<file path="src/rtl/pa_drain_pkg.sv">
package pa_drain_pkg;

    localparam int NUM_ALARMS  = 5;
    localparam int SRC_A_BITS  = 3;
    localparam int ADDR_W      = 3;
    localparam int DATA_W      = 8;
    localparam int SYNC_STAGES = 2;

    localparam int CTRL_ADDR  = 0;
    localparam int STAT_ADDR  = 1;
    localparam int SRCA_ADDR  = 2;
    localparam int SRCB_ADDR  = 3;
    localparam int CFG_ADDR   = 4;

    typedef struct packed {
        logic od;   // open-drain drive
        logic inv;  // inverted polarity
    } pad_cfg_t;

    typedef struct packed {
        logic drive;
        logic oe;
    } pad_drv_t;

    function automatic pad_drv_t map_pad(input logic on, input pad_cfg_t cfg);
        pad_drv_t r;
        logic lvl;
        lvl = on ^ cfg.inv;
        if (cfg.od) begin
            r.drive = 1'b0;
            r.oe    = ~lvl;
        end else begin
            r.drive = lvl;
            r.oe    = 1'b1;
        end
        return r;
    endfunction

endpackage

</file>
<file path="src/rtl/alarm_sync.sv">
module alarm_sync #(
    parameter int W      = 5,
    parameter int STAGES = 2
) (
    input  logic         clk,
    input  logic         rst,
    input  logic [W-1:0] din,
    output logic [W-1:0] dout
);
    logic [W-1:0] stage_q [STAGES];

    genvar g;
    generate
        for (g = 0; g < STAGES; g++) begin : g_stage
            if (g == 0) begin : g_first
                always_ff @(posedge clk) begin
                    if (rst) stage_q[g] <= '0;
                    else     stage_q[g] <= din;
                end
            end else begin : g_next
                always_ff @(posedge clk) begin
                    if (rst) stage_q[g] <= '0;
                    else     stage_q[g] <= stage_q[g-1];
                end
            end
        end
    endgenerate

    assign dout = stage_q[STAGES-1];
endmodule

</file>
<file path="src/rtl/drain_regs.sv">
module drain_regs
    import pa_drain_pkg::*;
#(
    parameter int NA  = NUM_ALARMS,
    parameter int NSA = SRC_A_BITS,
    parameter int AW  = ADDR_W,
    parameter int DW  = DATA_W
) (
    input  logic          clk,
    input  logic          rst,
    input  logic          we,
    input  logic [AW-1:0] addr,
    input  logic [DW-1:0] wdata,
    input  logic [NA-1:0] alarm_s,
    output logic [DW-1:0] rdata,
    output logic          on,
    output pad_cfg_t      cfg
);
    localparam int NSB = NA - NSA;

    logic          en_q;
    logic [NA-1:0] sel_q;
    pad_cfg_t      cfg_q;
    logic          trip;
    logic          wr_ctrl, wr_srca, wr_srcb, wr_cfg;

    assign wr_ctrl = we && (addr == AW'(CTRL_ADDR));
    assign wr_srca = we && (addr == AW'(SRCA_ADDR));
    assign wr_srcb = we && (addr == AW'(SRCB_ADDR));
    assign wr_cfg  = we && (addr == AW'(CFG_ADDR));
    assign trip    = |(alarm_s & sel_q);

    always_ff @(posedge clk) begin
        if (rst) begin
            en_q  <= 1'b0;
            sel_q <= '0;
            cfg_q <= '0;
        end else begin
            if (trip)         en_q <= 1'b0;
            else if (wr_ctrl) en_q <= wdata[0];
            if (wr_srca) sel_q[NSA-1:0]  <= wdata[NSA-1:0];
            if (wr_srcb) sel_q[NA-1:NSA] <= wdata[NSB-1:0];
            if (wr_cfg)  cfg_q <= pad_cfg_t'(wdata[1:0]);
        end
    end

    always_comb begin
        rdata = '0;
        case (addr)
            AW'(CTRL_ADDR): rdata[0]       = en_q;
            AW'(STAT_ADDR): rdata[0]       = en_q;
            AW'(SRCA_ADDR): rdata[NSA-1:0] = sel_q[NSA-1:0];
            AW'(SRCB_ADDR): rdata[NSB-1:0] = sel_q[NA-1:NSA];
            AW'(CFG_ADDR):  rdata[1:0]     = cfg_q;
            default:        rdata          = '0;
        endcase
    end

    assign on  = en_q;
    assign cfg = cfg_q;


    reset_off_chk: assert property (@(posedge clk) disable iff (rst)
        $past(rst) |-> !en_q);

    trip_clears_chk: assert property (@(posedge clk) disable iff (rst)
        trip |=> !en_q);

    rise_needs_write_chk: assert property (@(posedge clk) disable iff (rst)
        $rose(en_q) |-> $past(wr_ctrl && wdata[0]));

    cfg_keeps_state_chk: assert property (@(posedge clk) disable iff (rst)
        (wr_cfg && !wr_ctrl && !trip) |=> $stable(en_q));
endmodule

</file>
<file path="src/rtl/pad_map.sv">
module pad_map
    import pa_drain_pkg::*;
(
    input  logic     clk,
    input  logic     rst,
    input  logic     on,
    input  pad_cfg_t cfg,
    output logic     pad_out,
    output logic     pad_oe
);
    pad_drv_t drv;

    assign drv     = map_pad(on, cfg);
    assign pad_out = drv.drive;
    assign pad_oe  = drv.oe;


    pol_normal_chk: assert property (@(posedge clk) disable iff (rst)
        (!cfg.od && !cfg.inv) |-> (pad_out == on));

    pol_invert_chk: assert property (@(posedge clk) disable iff (rst)
        (!cfg.od && cfg.inv) |-> (pad_out != on));

    od_low_only_chk: assert property (@(posedge clk) disable iff (rst)
        cfg.od |-> (!pad_out && (pad_oe == (on == cfg.inv))));
endmodule

</file>
<file path="src/rtl/pa_drain_ctl.sv">
module pa_drain_ctl
    import pa_drain_pkg::*;
#(
    parameter int NA  = NUM_ALARMS,
    parameter int NSA = SRC_A_BITS,
    parameter int AW  = ADDR_W,
    parameter int DW  = DATA_W,
    parameter int NSYNC = SYNC_STAGES
) (
    input  logic          clk,
    input  logic          rst,
    input  logic          reg_we,
    input  logic [AW-1:0] reg_addr,
    input  logic [DW-1:0] reg_wdata,
    output logic [DW-1:0] reg_rdata,
    input  logic [NA-1:0] alarm_in,
    output logic          pad_out,
    output logic          pad_oe
);
    logic [NA-1:0] alarm_s;
    logic          on;
    pad_cfg_t      cfg;

    alarm_sync #(.W(NA), .STAGES(NSYNC)) u_sync (
        .clk(clk), .rst(rst), .din(alarm_in), .dout(alarm_s)
    );

    drain_regs #(.NA(NA), .NSA(NSA), .AW(AW), .DW(DW)) u_regs (
        .clk(clk), .rst(rst), .we(reg_we), .addr(reg_addr),
        .wdata(reg_wdata), .alarm_s(alarm_s), .rdata(reg_rdata),
        .on(on), .cfg(cfg)
    );

    pad_map u_pad (
        .clk(clk), .rst(rst), .on(on), .cfg(cfg),
        .pad_out(pad_out), .pad_oe(pad_oe)
    );
endmodule

</file>
<file path="config.mk">
export PLATFORM = sky130hd
export DESIGN_NAME = pa_drain_ctl
export DESIGN_NICKNAME = d
export VERILOG_FILES = /design/src/rtl/pa_drain_pkg.sv /design/src/rtl/alarm_sync.sv /design/src/rtl/drain_regs.sv /design/src/rtl/pad_map.sv /design/src/rtl/pa_drain_ctl.sv
export SDC_FILE = /design/constraint.sdc
export NUM_CORES = 1
export LEC_CHECK = 0
export BUFFER_PORTS_ARGS = -buffer_cell sky130_fd_sc_hd__buf_2
export CORE_MARGIN = 1
export CORE_UTILIZATION = 42
export CTS_CLUSTER_SIZE = 28
export DETAILED_ROUTE_END_ITERATION = 6
export GPL_TIMING_DRIVEN = 1
export PLACE_DENSITY = 0.72
export SYNTH_ARGS = -nofsm -noshare
export SYNTH_HDL_FRONTEND = slang
export SYNTH_SLANG_ARGS = --single-unit
</file>
<file path="constraint.sdc">
create_clock -name clk -period 1 [get_ports clk]
set_input_delay 0.2 -clock clk [delete_from_list [all_inputs] [get_ports clk]]
set_output_delay 0.2 -clock clk [all_outputs]
set_load 0.03 [all_outputs]
</file>
==> impl_metrics.toml, run 1 <==
[layout]
area_growth_syn_to_layout_pct = 37.60
layout_commonest_cell = "dfxtp_1"
drive_gt1_share_pct = 47.57
insertedDiodeCount = 0
final_nets = 123
final_cell_mix = "dfxtp_1 (14), buf_2 (13), nor2b_1 (10), buf_4 (10), mux2i_1 (9)"

[sta]
rsz0062_at_grt = "yes"
period_minus_slack_ns = 1.496
max_freq_mhz = 668.2
finalHoldViolations = 0
holdWs_ns = 0.1128
worst_slack_ns = -0.4965
setup_violations = 5
finClkSkew_ns = 0.01041
maxSlewViolCount = 0
min_period_over_period_pct = 149.6

[power]
total_power_mw = 1.360
leakage_nw = 0.4705
powerDensity_mw_per_mm2 = 1264
ir_worst_vdd_v = 0.0007286

[setup_path]
cp_slowest_cell = "or4b_4"
r2r-start = "u_regs.sel_q[2]$_SDFFE_PP0P_"
crit_path_start_kind = "flop"
end_kind = "output pin"
cp_num_buf_inv = 1
critical_path_class = "reg -> out"
critPathMaxStageDelay_ns = 0.46
critPathTopFamily = "simple AND/OR/NAND/NOR gates"
r2r_slack_ns = 0.04
r2r_cells = 4
critPathRequiredTime_ns = 0.80
reg2reg_to = "u_regs.on$_SDFFE_PP0P_"
cp_cell_sequence = "or4b_4 -> o21ai_4 -> buf_6"
worstPathArrival_ns = 1.30
critPathMaxFanout = 2

[clock_network]
cts_tree = "yes"
numCtsBuffers = 3
clock_latency_ns = 0.29
cts.path.max_buffers = 2
clockRootBuffer = "clkbuf_4"
clkTransAtPathRegs_ns = 0.10
cts_sinks = 18
cts_max_level = 1

[run_status]
status = "finished, violations left"
violations = "negative setup slack"

[logic_synthesis]
ys_seq_area_share_pct = 46.08
syn_area_per_cell_um2 = 10.57
synthesis.area_um2 = 782.0
syn_inst = 74
ys_types = 24
synth_warnings = 0
ys_ff_latch = 18

[global_route]
grt-ovfl-total = 0
grt_pass1_wl_um = 2304
grt_pass1_vias = 538
antenna_found_initial = 0
grt_max_degree = 11
grt.total_usage_pct = 16.03

[placement]
port_buffers = 18
gp_congestion = 0.6912
dp_hpwl_um = 1040
place_ws_ns = -0.3356

[floorplanning]
rows = 15
dieArea_mm2 = 0.002039
io_pins = 29
start_util_pct = 45.29
die_h_um = 45.15
coreArea_mm2 = 0.001727
die_x_um = 45.15

[route]
vias = 594
drt_iter0_markers = 3
wl_per_cell_um = 10.98
vias_per_cell = 4.641
drt_wl_total_um = 1405
drc = 0
drtPass1Iterations = 3
ant_nets = 0

[min_path]
hp-class = "in -> reg"
min_to = "u_sync.stage_q[0][4]$_SDFF_PP0_"
holdPathStages = 2
hp-start = "alarm_in[4]"

[job]
drv_cap = 0
-- cell families (layout without fill, tap and decap cells) --
logic type / Yosys count / after routing / share of synthesized area [%]
other: 1 / 5 / 0.4795
xor gates and xnor gates: 1 / 1 / 1.120
and+or+nand+nor: 29 / 29 / 25.28
DFF: 18 / 18 / 46.08
AOI/OAI and AO/OA: 7 / 7 / 6.879
muxes: 9 / 9 / 11.52
buffers and inverters: 9 / 34 / 8.639
-- layout make-up --
type                    count  area (µm²)
flip-flops and latches     18       367.9
inverters                   1       3.754
clock buffers               4       36.28
fillers                   138       650.6
multi-input cells          51       429.2
well taps                  25       31.28
repair buffers             29       207.7
-- where the power goes --
group / internal (mW) / leakage, nW / total [mW] / switching [mW]
clock: 0.221 / 0.0210 / 0.429 / 0.208
sequential: 0.740 / 0.150 / 0.751 / 0.0106
combinational: 0.0830 / 0.300 / 0.180 / 0.0967
total: 1.04 / 0.470 / 1.36 / 0.315
-- worst reg2reg max path, cell delays in order, from the launching register on --
cell,delay [ns]
dfxtp_2,0.33
buf_6,0.11
a22oi_2,0.13
nand2_1,0.09
a2111oi_2,0.19
-- sequential cells by signal (all words and copies together), names as in the netlist --
signal and flops:
u_sync.stage_q 10, u_regs.sel_q 5, u_regs.cfg 2, u_regs.on 1
-- layer usage --
metal / up-vias / GRT usage (%) / routed length (µm)
li1: 304 / - / -
met1: 269 / 17.62 / 597
met2: 19 / 28.99 / 742
met3: 2 / 3.600 / 52
met4: 0 / 7.273 / 12
met5: - / 0 / 0
-- synth_stat cells (all sizes together) --
cell type | number | share of area [%]
and3b | 1 | 1.1
nor3b | 1 | 0.96
a2111oi | 1 | 1.9
dfxtp | 18 | 46
and2b | 1 | 0.96
a31oi | 2 | 1.6
or4b | 1 | 1.3
mux2i | 9 | 12
buf | 7 | 7.7
nor4b | 1 | 3.0
o22ai | 1 | 0.80
clkbuf | 1 | 0.48
o21ai | 1 | 0.64
nand2 | 2 | 0.96
a22oi | 2 | 1.9
conb | 1 | 0.48
nor2 | 8 | 3.8
inv | 1 | 0.48
xnor2 | 1 | 1.1
nand4b | 1 | 1.1
nand2b | 1 | 0.80
and4bb | 2 | 3.2
nor2b | 10 | 8.0
-- metrics by stage --
| step | instance area, µm² | util, % | cells | TNS, ns |
|---|---|---|---|---|
| after floorplan | 834.6 | - | 78 | -0.3998 |
| after global placement | 943.4 | 54.64 | 121 | -1.918 |
| after detailed placement | 943.4 | 54.64 | 121 | -2.130 |
| after CTS | 1040 | 60.22 | 127 | -1.579 |
| after global routing | 1076 | 62.32 | 128 | -2.129 |
| final | 1076 | 62.32 | 128 | -1.740 |
-- timing repair --
item | 4_1_cts | 5_1_grt
gates cloned | 0 | 0
setup buffers | 2 | 1
gates resized for setup | 15 | 5
pin swaps | 3 | 1
hold endpoints to repair | 0 | 0
hold buffers | 0 | 0
endpoints found under the setup margin | 5 | 6
-- worst max path at each step --
| stage | startpoint | endpoint | slack, ns | cells after the start |
|---|---|---|---|---|
| global placement | reg_addr[2] | reg_rdata[1] | -0.33 | 5 |
| global route | u_regs.cfg[1]$_SDFFE_PP0P_ | reg_rdata[1] | -0.55 | 3 |
| CTS | u_regs.cfg[1]$_SDFFE_PP0P_ | reg_rdata[1] | -0.50 | 3 |
| floorplan | reg_addr[0] | reg_rdata[1] | -0.16 | 3 |
| finish | u_regs.cfg[1]$_SDFFE_PP0P_ | reg_rdata[1] | -0.50 | 3 |
| detailed placement | reg_addr[2] | reg_rdata[1] | -0.34 | 5 |
No activity file was read; power rests on OpenSTA's default activity.
==> run 2, diff against run 1 <==
HOLD_SLACK_MARGIN = 0.12   (was not set)
==> run 2 against run 1 <==
The flow still finishes with violations (negative setup slack). Sequential share of layout area is 1.5 points lower. Highest routed layer unchanged. Worst setup slack better by 0.0020 ns. Flip-flop and latch count stayed put. Largest cell class unchanged. Power rose by 1.1%. Clock power about the same. Sequential power hardly changed. Critical path type unchanged.
==> impl_metrics.toml, run 2 (synthesis gave the netlist of run 1 again) <==
[setup_path]
crit_start = "u_regs.cfg[1]$_SDFFE_PP0P_"
critPathMaxFanout = 2
cp_slowest_cell = "or4b_4"
r2r-start = "u_regs.sel_q[2]$_SDFFE_PP0P_"
cp_cell_sequence = "or4b_4 -> o21ai_4 -> buf_6"
crit_path_start_kind = "flop"
end_kind = "output pin"
critPathMaxStageDelay_ns = 0.46
worstPathArrival_ns = 1.29
r2r_cells = 4
critPathRequiredTime_ns = 0.80
critical_path_class = "reg -> out"

[route]
wl_per_cell_um = 10.94
drtPass1Iterations = 3
drc = 0
ant_nets = 0
vias = 615
drt_iter0_markers = 3
vias_per_cell = 4.624
drt_wl_total_um = 1455

[clock_network]
numCtsBuffers = 3
clock_latency_ns = 0.28
clkTransAtPathRegs_ns = 0.10
cts.path.max_buffers = 2
cts_max_level = 1
clockRootBuffer = "clkbuf_4"
cts_sinks = 18
cts_tree = "yes"

[placement]
gp_congestion = 0.6912
port_buffers = 18
dp_hpwl_um = 1040

[layout]
largest-register = "u_sync.stage_q"
layout_commonest_cell = "dfxtp_1"
final_core_util_pct = 65.22
insertedDiodeCount = 0
final_cell_mix = "dfxtp_1 (14), buf_2 (13), nor2b_1 (10), buf_4 (10), mux2i_1 (9)"
area_growth_syn_to_layout_pct = 44.00
final_nets = 128
drive_gt1_share_pct = 45.37
largest_reg_flops = 10

[power]
ir_worst_vdd_v = 0.0007441
total_power_mw = 1.375
leakage_nw = 0.4914
powerDensity_mw_per_mm2 = 1221

[sta]
rsz0062_at_grt = "yes"
finClkSkew_ns = 0.007871
worst_slack_ns = -0.4944
setup_violations = 5
period_minus_slack_ns = 1.494
maxSlewViolCount = 0
finalHoldViolations = 0
max_freq_mhz = 669.1
min_period_over_period_pct = 149.4

[floorplanning]
rows = 15
die_x_um = 45.15
start_util_pct = 45.29
io_pins = 29
dieArea_mm2 = 0.002039
die_h_um = 45.15
coreArea_mm2 = 0.001727

[run_status]
status = "finished, violations left"
violations = "negative setup slack"

[job]
drv_cap = 0

[global_route]
grt.total_usage_pct = 16.43
grt_max_degree = 11
grt_pass1_vias = 569
grt_pass1_wl_um = 2373
antenna_found_initial = 0
grt-ovfl-total = 0

[min_path]
holdPathStages = 3
hp-class = "in -> reg"
hp-start = "reg_wdata[2]"
-- run 2: cell types whose count changed in the layout (fill, tap and decap cells not counted) --
cell | previous run | this run
dlygate4sd3_1 | 0 | 5
-- run 2: layer usage --
layer | global-route usage [%] | routed length (µm) | vias up
li1 | - | - | 312
met1 | 17.08 | 601 | 282
met2 | 31.01 | 792 | 19
met3 | 3.600 | 49 | 2
met4 | 7.273 | 12 | 0
met5 | 0 | 0 | -
-- run 2: critical path, delay by kind of cell (launching register included) --
family	cells	cell delay (ns)
compound gates	1	0.07
flops	1	0.33
simple gates	1	0.46
buf+inv	1	0.14
-- run 2: final cells by class --
| class | count | area (µm²) |
|---|---|---|
| clock buffer | 4 | 36.28 |
| sequential | 18 | 367.9 |
| fill | 135 | 600.6 |
| inverter | 1 | 3.754 |
| timing repair buffer | 34 | 257.7 |
| tap | 25 | 31.28 |
| multi-input combinational | 51 | 429.2 |
-- run 2: path summary, 6_finish.rpt --
| path | endpoint | slack (ns) |
|---|---|---|
| worst max-delay path | reg_rdata[1] | -0.49 |
| worst min-delay path | u_regs.sel_q[2]$_SDFFE_PP0P_ | 0.17 |
| worst max register to register | u_regs.on$_SDFFE_PP0P_ | 0.05 |
| worst min register to register | u_regs.on$_SDFFE_PP0P_ | 0.43 |
-- run 2: through the flow --
step | hold WS [ns] | worst slack, ns | instances | setup TNS, ns | area [µm²]
floorplan | 0.2716 | -0.1582 | 78 | -0.3998 | 834.6
global placement | 0.4080 | -0.3307 | 121 | -1.918 | 943.4
detailed placement | 0.4138 | -0.3356 | 121 | -2.130 | 943.4
CTS | 0.1571 | -0.4995 | 132 | -1.579 | 1090
global route | 0.1635 | -0.5495 | 133 | -2.120 | 1126
finish | 0.1656 | -0.4944 | 133 | -1.740 | 1126
-- run 2: power by group --
part / total (mW) / internal, mW / switching (mW)
clock: 0.429 / 0.221 / 0.207
sequential: 0.751 / 0.740 / 0.0108
combinational: 0.195 / 0.0957 / 0.0991
total: 1.37 / 1.06 / 0.317
-- run 2: repair_timing --
action	4_1_cts	5_1_grt
hold endpoints to repair	5	0
hold buffers	5	0
endpoints found under the setup margin	5	6
resized for setup	15	5
pin swaps	3	1
setup buffers	2	1
==> run 3, diff against run 2 <==
CORE_UTILIZATION = 41   (was 42)
PLACE_DENSITY = 0.71   (was 0.72)
SLEW_MARGIN = 20   (was not set)
SYNTH_HIERARCHICAL = 1   (was not set)
==> run 3 against run 2 <==
The run still ends with negative setup slack left. Critical path depth rose by 1. Power is 0.62% higher. Clock-buffer cell count unchanged. Sequential share of layout area is 0.19 points higher. Core utilization shrank 0.63 points. Clock power hardly changed. Final area rose by 0.11%.
==> impl_metrics.toml, run 3 <==
[logic_synthesis]
dominantRegCellSynth = "dfxtp_1"
synthesis.area_um2 = 764.5
ys_seq_area_share_pct = 47.14
synthTopCellsByArea = "dfxtp_1 (47%), mux2i_1 (12%), nor2b_1 (9.0%)"
yosysTopAreaCell = "dfxtp_1"
ys_ff_latch = 18
syn_area_per_cell_um2 = 10.47
synth_edf_count = 0
syn_inst = 73
yosysMostFrequentCell = "dfxtp_1"
synth_top_area_share_pct = 47.14
synth_common_cells = "dfxtp_1 (18), nor2b_1 (11), mux2i_1 (9), nor2_1 (7), buf_4 (5)"
ys_types = 26
synth_warnings = 6
ys_async_sr_fraction_pct = 0

[layout]
drive_gt1_share_pct = 49.53
final_core_util_pct = 64.59
area_growth_syn_to_layout_pct = 47.46
layout_commonest_cell = "buf_2"
final_cell_mix = "buf_2 (12), nor2b_1 (11), buf_4 (10), dfxtp_1 (10), mux2i_1 (9)"
fillers = 148
final_nets = 127
insertedDiodeCount = 0
largest_reg_flops = 10
largest-register = "u_sync/stage_q"

[route]
drt_wl_total_um = 1359
drc = 0
drt_iter0_markers = 5
drtPass1Iterations = 4
ant_nets = 0
vias_per_cell = 4.470
wl_per_cell_um = 10.30
vias = 590

[clock_network]
cts_sinks = 18
clockRootBuffer = "clkbuf_4"
numCtsBuffers = 3
cts.path.max_buffers = 2
clock_latency_ns = 0.28
cts_tree = "yes"
cts_max_level = 1
clkTransAtPathRegs_ns = 0.10

[run_status]
violations = "negative setup slack"
status = "finished, violations left"

[min_path]
hp-class = "in -> reg"

[sta]
finalHoldViolations = 0
period_minus_slack_ns = 1.404
max_freq_mhz = 712.2
min_period_over_period_pct = 140.4
setup_violations = 5
worst_slack_ns = -0.4041
rsz0062_at_grt = "yes"
holdWs_ns = 0.1337
maxSlewViolCount = 0
setup-tns-final_ns = -1.297
finClkSkew_ns = 0.0003882

[setup_path]
critPathMaxFanout = 3
worstPathArrival_ns = 1.20
cp_cell_sequence = "and2b_1 -> a31oi_4 -> o22ai_4 -> buf_6"
critPathRequiredTime_ns = 0.80
cp_slowest_cell = "dfxtp_2"
critPathMaxStageDelay_ns = 0.35
end_kind = "output pin"
crit_path_start_kind = "flop"
critical_path_class = "reg -> out"

[power]
powerDensity_mw_per_mm2 = 1227
ir_worst_vdd_v = 0.0007687
leakage_nw = 0.4862

[global_route]
grt_pass1_vias = 502
grt-ovfl-total = 0
grt_max_degree = 11
grt_pass1_wl_um = 2111
antenna_found_initial = 0
grt.total_usage_pct = 14.92

[floorplanning]
start_util_pct = 43.80
die_h_um = 45.18
rows = 15
coreArea_mm2 = 0.001745
dieArea_mm2 = 0.002041
io_pins = 29
die_x_um = 45.18

[placement]
gp_congestion = 0.7056
dp_hpwl_um = 1023
port_buffers = 18

[job]
drv_cap = 0
==> run 3: worst paths after layout <==
path | from | to | slack, ns | cells past startpoint
min | alarm_in[3] | u_sync/stage_q[0][3]$_SDFF_PP0_ | 0.13 | 2
max | u_regs/on$_SDFFE_PP0P_ | reg_rdata[0] | -0.40 | 4
min reg2reg | u_sync/stage_q[1][0]$_SDFF_PP0_ | u_regs/on$_SDFFE_PP0P_ | 0.43 | 1
max reg2reg | u_regs/sel_q[4]$_SDFFE_PP0P_ | u_regs/on$_SDFFE_PP0P_ | 0.02 | 4
==> run 3: cells by family after synthesis <==
group / share of synthesized area (%)
AO/OA/AOI/OAI: 7.364
XOR/XNOR: 1.146
buffers and inverters: 7.364
flip-flops: 47.14
multiplexers: 11.78
other: 0.4905
AND/OR/NAND/NOR: 24.72
==> run 3: worst max-delay path, delay by kind of cell (launching register included) <==
kind            cells  cell delay [ns]
compound gates      2             0.25
flops               1             0.35
simple gates        1             0.18
buf+inv             1             0.14
==> run 3: report_power, final <==
group | internal (mW) | leakage [nW] | total [mW] | switching [mW]
combinational | 0.0972 | 0.314 | 0.197 | 0.100
clock | 0.221 | 0.0210 | 0.432 | 0.210
sequential | 0.743 | 0.151 | 0.754 | 0.0111
total | 1.06 | 0.486 | 1.38 | 0.321
==> run 3: cell type report <==
cell class	count	area, µm²	area share (%)
clock buffers	4	36.28	3.219
multi-input cells	51	432.9	38.40
well taps	25	31.28	2.775
inverters	1	3.754	0.3330
repair buffers	33	252.7	22.42
flip-flops and latches	18	370.4	32.85
==> run 3: metrics by stage <==
stage	total power [mW]	area [µm²]	std cells	worst slack, ns
detailed placement	0.9388	953.4	120	-0.2591
CTS	1.399	1111	132	-0.4277
global route	1.457	1127	132	-0.4673
global placement	0.9337	953.4	120	-0.2301
floorplan	0.8844	832.0	77	-0.01470
finish	1.383	1127	132	-0.4041
==> run 3: what timing repair did <==
action	4_1_cts	5_1_grt
resized for setup	19	3
hold endpoints to repair	5	0
hold buffers	5	0
endpoints found under the setup margin	6	6
setup buffers	3	0
pin swaps	2	2
==> run 3: per-layer routing <==
layer | wire length [µm] | track usage [%] | vias up | part of all wire, %
li1 | - | - | 307 | -
met1 | 606 | 15.56 | 257 | 45
met2 | 684 | 27.54 | 24 | 50
met3 | 62 | 3.600 | 2 | 4.6
met4 | 5 | 7.273 | 0 | 0.37
met5 | 0 | 0 | - | 0
